==> src/rtl/pa_shaper_pkg.sv <==
// Shared types for the transmit power ramp shaper.
// Assumes: a 2-bit mode field as described in the brief.
package pa_shaper_pkg;

    typedef enum logic [1:0] {
        SHAPE_CONST     = 2'b00,
        SHAPE_ASK       = 2'b01,
        SHAPE_OOK       = 2'b10,
        SHAPE_CONST_ALT = 2'b11
    } shape_mode_e;

endpackage

==> src/rtl/pa_table.sv <==
// Programmable table of power words with one write port and one read port.
// Entry 0 survives sleep entry; every other entry is cleared on the first
// sleep cycle, and that clear wins over a write in the same cycle.
// Assumes: ENTRIES is a power of two so every index value is a valid entry.
module pa_table #(
    parameter int ENTRIES = 8,
    parameter int WORD_W  = 8,
    localparam int IDX_W  = $clog2(ENTRIES)
) (
    input  logic              clk,
    input  logic              rst_n,
    input  logic              wr_en,
    input  logic [IDX_W-1:0]  wr_idx,
    input  logic [WORD_W-1:0] wr_data,
    input  logic              sleep,
    input  logic [IDX_W-1:0]  rd_idx,
    output logic [WORD_W-1:0] rd_word
);

    logic                           sleep_q;
    logic                           sleep_enter;
    logic [ENTRIES-1:0][WORD_W-1:0] mem;

    // Remember last cycle's sleep level to find sleep entry.
    always_ff @(posedge clk) begin
        if (!rst_n) sleep_q <= 1'b0;
        else        sleep_q <= sleep;
    end

    assign sleep_enter = sleep && !sleep_q;

    for (genvar e = 0; e < ENTRIES; e++) begin : g_ent
        logic [WORD_W-1:0] ent_q;
        if (e == 0) begin : g_keep
            // Entry 0: written by software only, kept across sleep.
            always_ff @(posedge clk) begin
                if (!rst_n)                              ent_q <= '0;
                else if (wr_en && wr_idx == IDX_W'(e))   ent_q <= wr_data;
            end
        end else begin : g_clr
            // Other entries: cleared on sleep entry, else written by software.
            always_ff @(posedge clk) begin
                if (!rst_n)                              ent_q <= '0;
                else if (sleep_enter)                    ent_q <= '0;
                else if (wr_en && wr_idx == IDX_W'(e))   ent_q <= wr_data;
            end
        end
        assign mem[e] = ent_q;
    end

    assign rd_word = mem[rd_idx];


    sleep_clear_chk: assert property (@(posedge clk) disable iff (!rst_n)
        sleep_enter |=> (mem[ENTRIES-1] == '0 && mem[1] == '0));


    keep_zero_chk: assert property (@(posedge clk) disable iff (!rst_n)
        (sleep_enter && !(wr_en && wr_idx == '0)) |=> $stable(mem[0]));

endmodule

==> src/rtl/pa_ramp_counter.sv <==
// Saturating ramp index. On each step it moves one toward the top limit
// when asked to rise, one toward 0 otherwise, and returns to 0 when forced.
// An index above a lowered limit walks down to the limit.
// Assumes: step_tick is a one-cycle strobe at eight times the symbol rate.
module pa_ramp_counter #(
    parameter int ENTRIES = 8,
    localparam int IDX_W  = $clog2(ENTRIES)
) (
    input  logic             clk,
    input  logic             rst_n,
    input  logic             step_tick,
    input  logic             go_up,
    input  logic             hold_zero,
    input  logic [IDX_W-1:0] max_idx,
    output logic [IDX_W-1:0] idx,
    output logic [IDX_W-1:0] idx_next
);

    // Next index from direction, limit and saturation.
    always_comb begin
        idx_next = idx;
        if (hold_zero) begin
            idx_next = '0;
        end else if (go_up) begin
            if (idx < max_idx)      idx_next = idx + 1'b1;
            else if (idx > max_idx) idx_next = idx - 1'b1;
        end else if (idx != '0) begin
            idx_next = idx - 1'b1;
        end
    end

    // Index register, advanced only on a step.
    always_ff @(posedge clk) begin
        if (!rst_n)         idx <= '0;
        else if (step_tick) idx <= idx_next;
    end


    idx_hold_chk: assert property (@(posedge clk) disable iff (!rst_n)
        !step_tick |=> $stable(idx));


    rise_step_chk: assert property (@(posedge clk) disable iff (!rst_n)
        (step_tick && go_up && !hold_zero && idx < max_idx) |=> idx == $past(idx) + 1'b1);


    fall_step_chk: assert property (@(posedge clk) disable iff (!rst_n)
        (step_tick && !go_up && !hold_zero && idx != '0) |=> idx == $past(idx) - 1'b1);


    above_lim_chk: assert property (@(posedge clk) disable iff (!rst_n)
        (step_tick && go_up && !hold_zero && idx > max_idx) |=> idx == $past(idx) - 1'b1);


    hold_zero_chk: assert property (@(posedge clk) disable iff (!rst_n)
        (step_tick && hold_zero) |=> idx == '0);

endmodule

==> src/rtl/pa_shape_ctrl.sv <==
// Mode decoder: chooses ramp direction, forces the index to 0 in on-off
// keying and picks the table entry to read for the coming step.
// Assumes: mode encodings from pa_shaper_pkg.
module pa_shape_ctrl #(
    parameter int ENTRIES = 8,
    localparam int IDX_W  = $clog2(ENTRIES)
) (
    input  logic [1:0]       shape_mode,
    input  logic             tx_on,
    input  logic             data_bit,
    input  logic [IDX_W-1:0] idx_next,
    output logic             go_up,
    output logic             hold_zero,
    output logic [IDX_W-1:0] sel_idx
);
    import pa_shaper_pkg::*;

    shape_mode_e mode;
    assign mode = shape_mode_e'(shape_mode);

    // Direction, forcing and entry selection per mode.
    always_comb begin
        go_up     = tx_on;
        hold_zero = 1'b0;
        sel_idx   = idx_next;
        case (mode)
            SHAPE_ASK: go_up = tx_on && data_bit;
            SHAPE_OOK: begin
                go_up     = 1'b0;
                hold_zero = 1'b1;
                sel_idx   = (tx_on && data_bit) ? IDX_W'(1) : '0;
            end
            default: ;
        endcase
    end

endmodule

==> src/rtl/pa_ramp_shaper.sv <==
// Top of the transmit power ramp shaper. Registers the power word read
// from the table at the entry chosen for each step, so table writes show
// up at the following step.
// Assumes: step_tick pulses eight times per symbol; ENTRIES is a power of two.
module pa_ramp_shaper #(
    parameter int ENTRIES = 8,
    parameter int WORD_W  = 8,
    localparam int IDX_W  = $clog2(ENTRIES)
) (
    input  logic              clk,
    input  logic              rst_n,
    input  logic              tbl_wr_en,
    input  logic [IDX_W-1:0]  tbl_wr_idx,
    input  logic [WORD_W-1:0] tbl_wr_data,
    input  logic [IDX_W-1:0]  max_idx,
    input  logic [1:0]        shape_mode,
    input  logic              tx_on,
    input  logic              sleep,
    input  logic              step_tick,
    input  logic              data_bit,
    output logic [WORD_W-1:0] pa_word
);

    logic              go_up;
    logic              hold_zero;
    logic [IDX_W-1:0]  cnt_idx;
    logic [IDX_W-1:0]  cnt_next;
    logic [IDX_W-1:0]  sel_idx;
    logic [WORD_W-1:0] tbl_word;

    pa_shape_ctrl #(.ENTRIES(ENTRIES)) i_ctrl (
        .shape_mode (shape_mode),
        .tx_on      (tx_on),
        .data_bit   (data_bit),
        .idx_next   (cnt_next),
        .go_up      (go_up),
        .hold_zero  (hold_zero),
        .sel_idx    (sel_idx)
    );

    pa_ramp_counter #(.ENTRIES(ENTRIES)) i_cnt (
        .clk        (clk),
        .rst_n      (rst_n),
        .step_tick  (step_tick),
        .go_up      (go_up),
        .hold_zero  (hold_zero),
        .max_idx    (max_idx),
        .idx        (cnt_idx),
        .idx_next   (cnt_next)
    );

    pa_table #(.ENTRIES(ENTRIES), .WORD_W(WORD_W)) i_tbl (
        .clk        (clk),
        .rst_n      (rst_n),
        .wr_en      (tbl_wr_en),
        .wr_idx     (tbl_wr_idx),
        .wr_data    (tbl_wr_data),
        .sleep      (sleep),
        .rd_idx     (sel_idx),
        .rd_word    (tbl_word)
    );

    // Output word register, loaded once per step.
    always_ff @(posedge clk) begin
        if (!rst_n)         pa_word <= '0;
        else if (step_tick) pa_word <= tbl_word;
    end


    word_hold_chk: assert property (@(posedge clk) disable iff (!rst_n)
        !step_tick |=> $stable(pa_word));


    reset_word_chk: assert property (@(posedge clk)
        !rst_n |=> pa_word == '0);

endmodule

==> config.mk <==
export PLATFORM = sky130hd
export DESIGN_NAME = pa_ramp_shaper
export DESIGN_NICKNAME = d
export VERILOG_FILES = /design/src/rtl/pa_shaper_pkg.sv /design/src/rtl/pa_table.sv /design/src/rtl/pa_ramp_counter.sv /design/src/rtl/pa_shape_ctrl.sv /design/src/rtl/pa_ramp_shaper.sv
export SDC_FILE = /design/constraint.sdc
export NUM_CORES = 1
export LEC_CHECK = 0
export ABC_AREA = 1
export BUFFER_PORTS_ARGS = -buffer_cell sky130_fd_sc_hd__buf_2
export CORE_MARGIN = 2
export CORE_UTILIZATION = 50
export DETAILED_ROUTE_END_ITERATION = 16
export PLACE_DENSITY = 0.69
export SLEW_MARGIN = 20
export SYNTH_ARGS = -nofsm -noshare
export SYNTH_HDL_FRONTEND = slang
export SYNTH_HIERARCHICAL = 1
export SYNTH_SLANG_ARGS = --single-unit
==> constraint.sdc <==
create_clock -name clk -period 3.2 [get_ports clk]
set_input_delay 0.32 -clock clk [delete_from_list [all_inputs] [get_ports clk]]
set_output_delay 0.32 -clock clk [all_outputs]
set_load 0.02 [all_outputs]
==> results.ini <==
[status]
status=completed

[clock_network]
clk_pin_slew_ns=0.08
post_cts_buffers=0
clk_latency_ns=0.36
cts_buffers=9
cts_root_buffer=clkbuf_8
cts_sinks=76
ctsResizeCount=0
clock_path_buffers=2
ctsHoldBuffers=0
cts-htree-levels=3
cts_tree=built

[routing]
wl_per_cell_um=12.88
drt-pass1-iter-count=4
num_vias=3775
antenna_left=0
viasPerCell=4.896
first_iter_violations=194
routed_wl_um=9930
drc=0

[grt]
antenna_found_initial=0
first_global_vias=3446
grt_start_max_net_pins=57
grtUsageTotal_pct=24.20
grt_pass1_wl_um=16480
overflow=0

[setup_path]
max_stage_delay_ns=0.45
crit_type=flop to flop
worstPathArrival_ns=2.94
critPathRequiredTime_ns=3.50
end_kind=flop
ff2ff_setup_slack_ns=0.56
slowest_stage=dfxtp_1
path_max_fanout=16
path_cells=ha_1 > nand2_1 > nand2_1 > nor2_1 > nand2_1 > nand3_1 > nand2_1 > nand2_1 > inv_1 > inv_1 > nor2_1 > inv_1 > nand3_1 > nand2_1 > nand2_1 > nand2_1 > inv_1 > nand2_1 > nand2_1 > nor2_1
cp-start-kind=flop
cpMostUsedCell=nand2_1

[die]
die-area_sq_um=8682
ios=31
core_area_sq_um=7727
die_h_um=93.18
rows=32
die_w_um=93.18
initial_core_util_pct=51.46

[finish]
synthToLayoutAreaGrowth_pct=9.692
layout-drive-gt1-share_pct=9.716
fin_nets=696
n_antenna_cell=0
final_cell_mix=152 x nor2_1, 144 x nand2_1, 101 x inv_1, 76 x dfxtp_1, 43 x nand3_1
final_common_cell=nor2_1

[timing]
worst_pin_slew_ns=0.5397
rsz0062_at_grt=no
fmax_mhz=378.6
finalCritPeriodShare_pct=82.53
drv_slew=0
hold_viol=0
tns_ns=0
fin_crit_ns=2.641
holdWs_ns=0.1909
finalSetupViolCount=0
clock_skew_ns=0.01095
relSlewSlack_pct=63.98

[min_path]
hp-class=input pin to flop

[synthesis]
yosysWarnings=6
ys_ff_latch=76
avgSynthCellArea_sq_um=6.232
yosysTopAreaCell=dfxtp_1
ys_seq_area_share_pct=38.26
synthCells=638
yosys-top-cells-area=dfxtp_1 38%, nor2_1 14%, nand2_1 14%
synth_top_area_share_pct=38.26
synth.distinct_cells=23
syn_area_sq_um=3976
synth_nets=670

[power_and_ir_drop]
power_leakage_nw=2.064
ir_worst_vdd_v=0.0002408
power.density_nw_per_um2=536.4

[place]
place.port_buffers=30
routabilityCongestion=0.8664
dp_hpwl_um=6888

[run]
drv_cap=0

[critical path, delay by kind of cell, from the launching register on]
| family | cells | cell delay (ns) |
|---|---|---|
| simple gates | 15 | 1.28 |
| buf+inv | 4 | 0.53 |
| flops | 1 | 0.45 |
| fa+ha+maj | 1 | 0.31 |
[area by class of cell]
class	count	area, sq um
clock buffers	12	145.1
clock inverters	4	72.57
fillers	798	3366
inverters	110	412.9
multi-input cells	432	1894
flip-flops and latches	76	1521
well taps	102	127.6
repair buffers	35	187.7
[cell families (layout without fill, tap and decap cells)]
logic type | Yosys count | count (layout) | share of synthesized area, %
AND/OR/NAND/NOR | 345 | 345 | 34.46
buffers and inverters | 130 | 161 | 14.10
AO/OA/AOI/OAI | 76 | 76 | 9.912
flip-flops | 76 | 76 | 38.26
adder cells (fa/ha/maj) | 9 | 9 | 2.832
XOR/XNOR | 2 | 2 | 0.4406
[layer usage]
metal | routed length (um) | part of all wire [%] | track usage (%)
met2 | 4444 | 45 | 39.31
met4 | 250 | 2.5 | 7.475
met5 | 0 | 0 | 0
met1 | 4722 | 48 | 32.73
met3 | 513 | 5.2 | 4.512
[synthesized netlist by cell type (all sizes together)]
cell type and number:
nor2 153, nand3 43, nand3b 1, or2 1
buf 17, nand2 147, dfxtp 76, a21oi 6
clkbuf 3, inv 110, o21ai 69, a21boi 1
xnor2 2, ha 9
[sequential cells by signal, indices dropped and copies added (netlist names)]
signal             cells
i_cnt/idx              3
pa_word                8
i_tbl/sleep_q          1
i_tbl/g_ent.ent_q     64
[power breakdown]
group	switching (mW)	internal (mW)	total, mW
registers	0.0196	0.978	0.997
clock network	0.359	0.460	0.820
logic	0.348	0.175	0.523
total	0.727	1.61	2.34
[stage by stage]
stage / utilization (%) / setup slack, ns / power (mW) / cells / area, sq um
after global routing: 56.44 / 0.2394 / 2.475 / 771 / 4362
after global placement: 53.63 / 0.6651 / 1.532 / 755 / 4144
after floorplan: - / 0.9014 / 1.412 / 638 / 3976
after detailed placement: 53.63 / 0.5868 / 1.539 / 755 / 4144
after CTS: 56.44 / 0.5826 / 2.347 / 771 / 4362
final: 56.44 / 0.5589 / 2.340 / 771 / 4362
[worst paths after layout]
path | start | end | depth (start not counted)
worst min register to register | pa_word[6] | pa_word[6] | 2
worst max register to register | i_cnt/idx[2] | pa_word[5] | 20
worst min-delay path | sleep | i_tbl/sleep_q | 3
worst max-delay path | i_cnt/idx[2] | pa_word[5] | 20
Power figures use the tool's default switching activity.
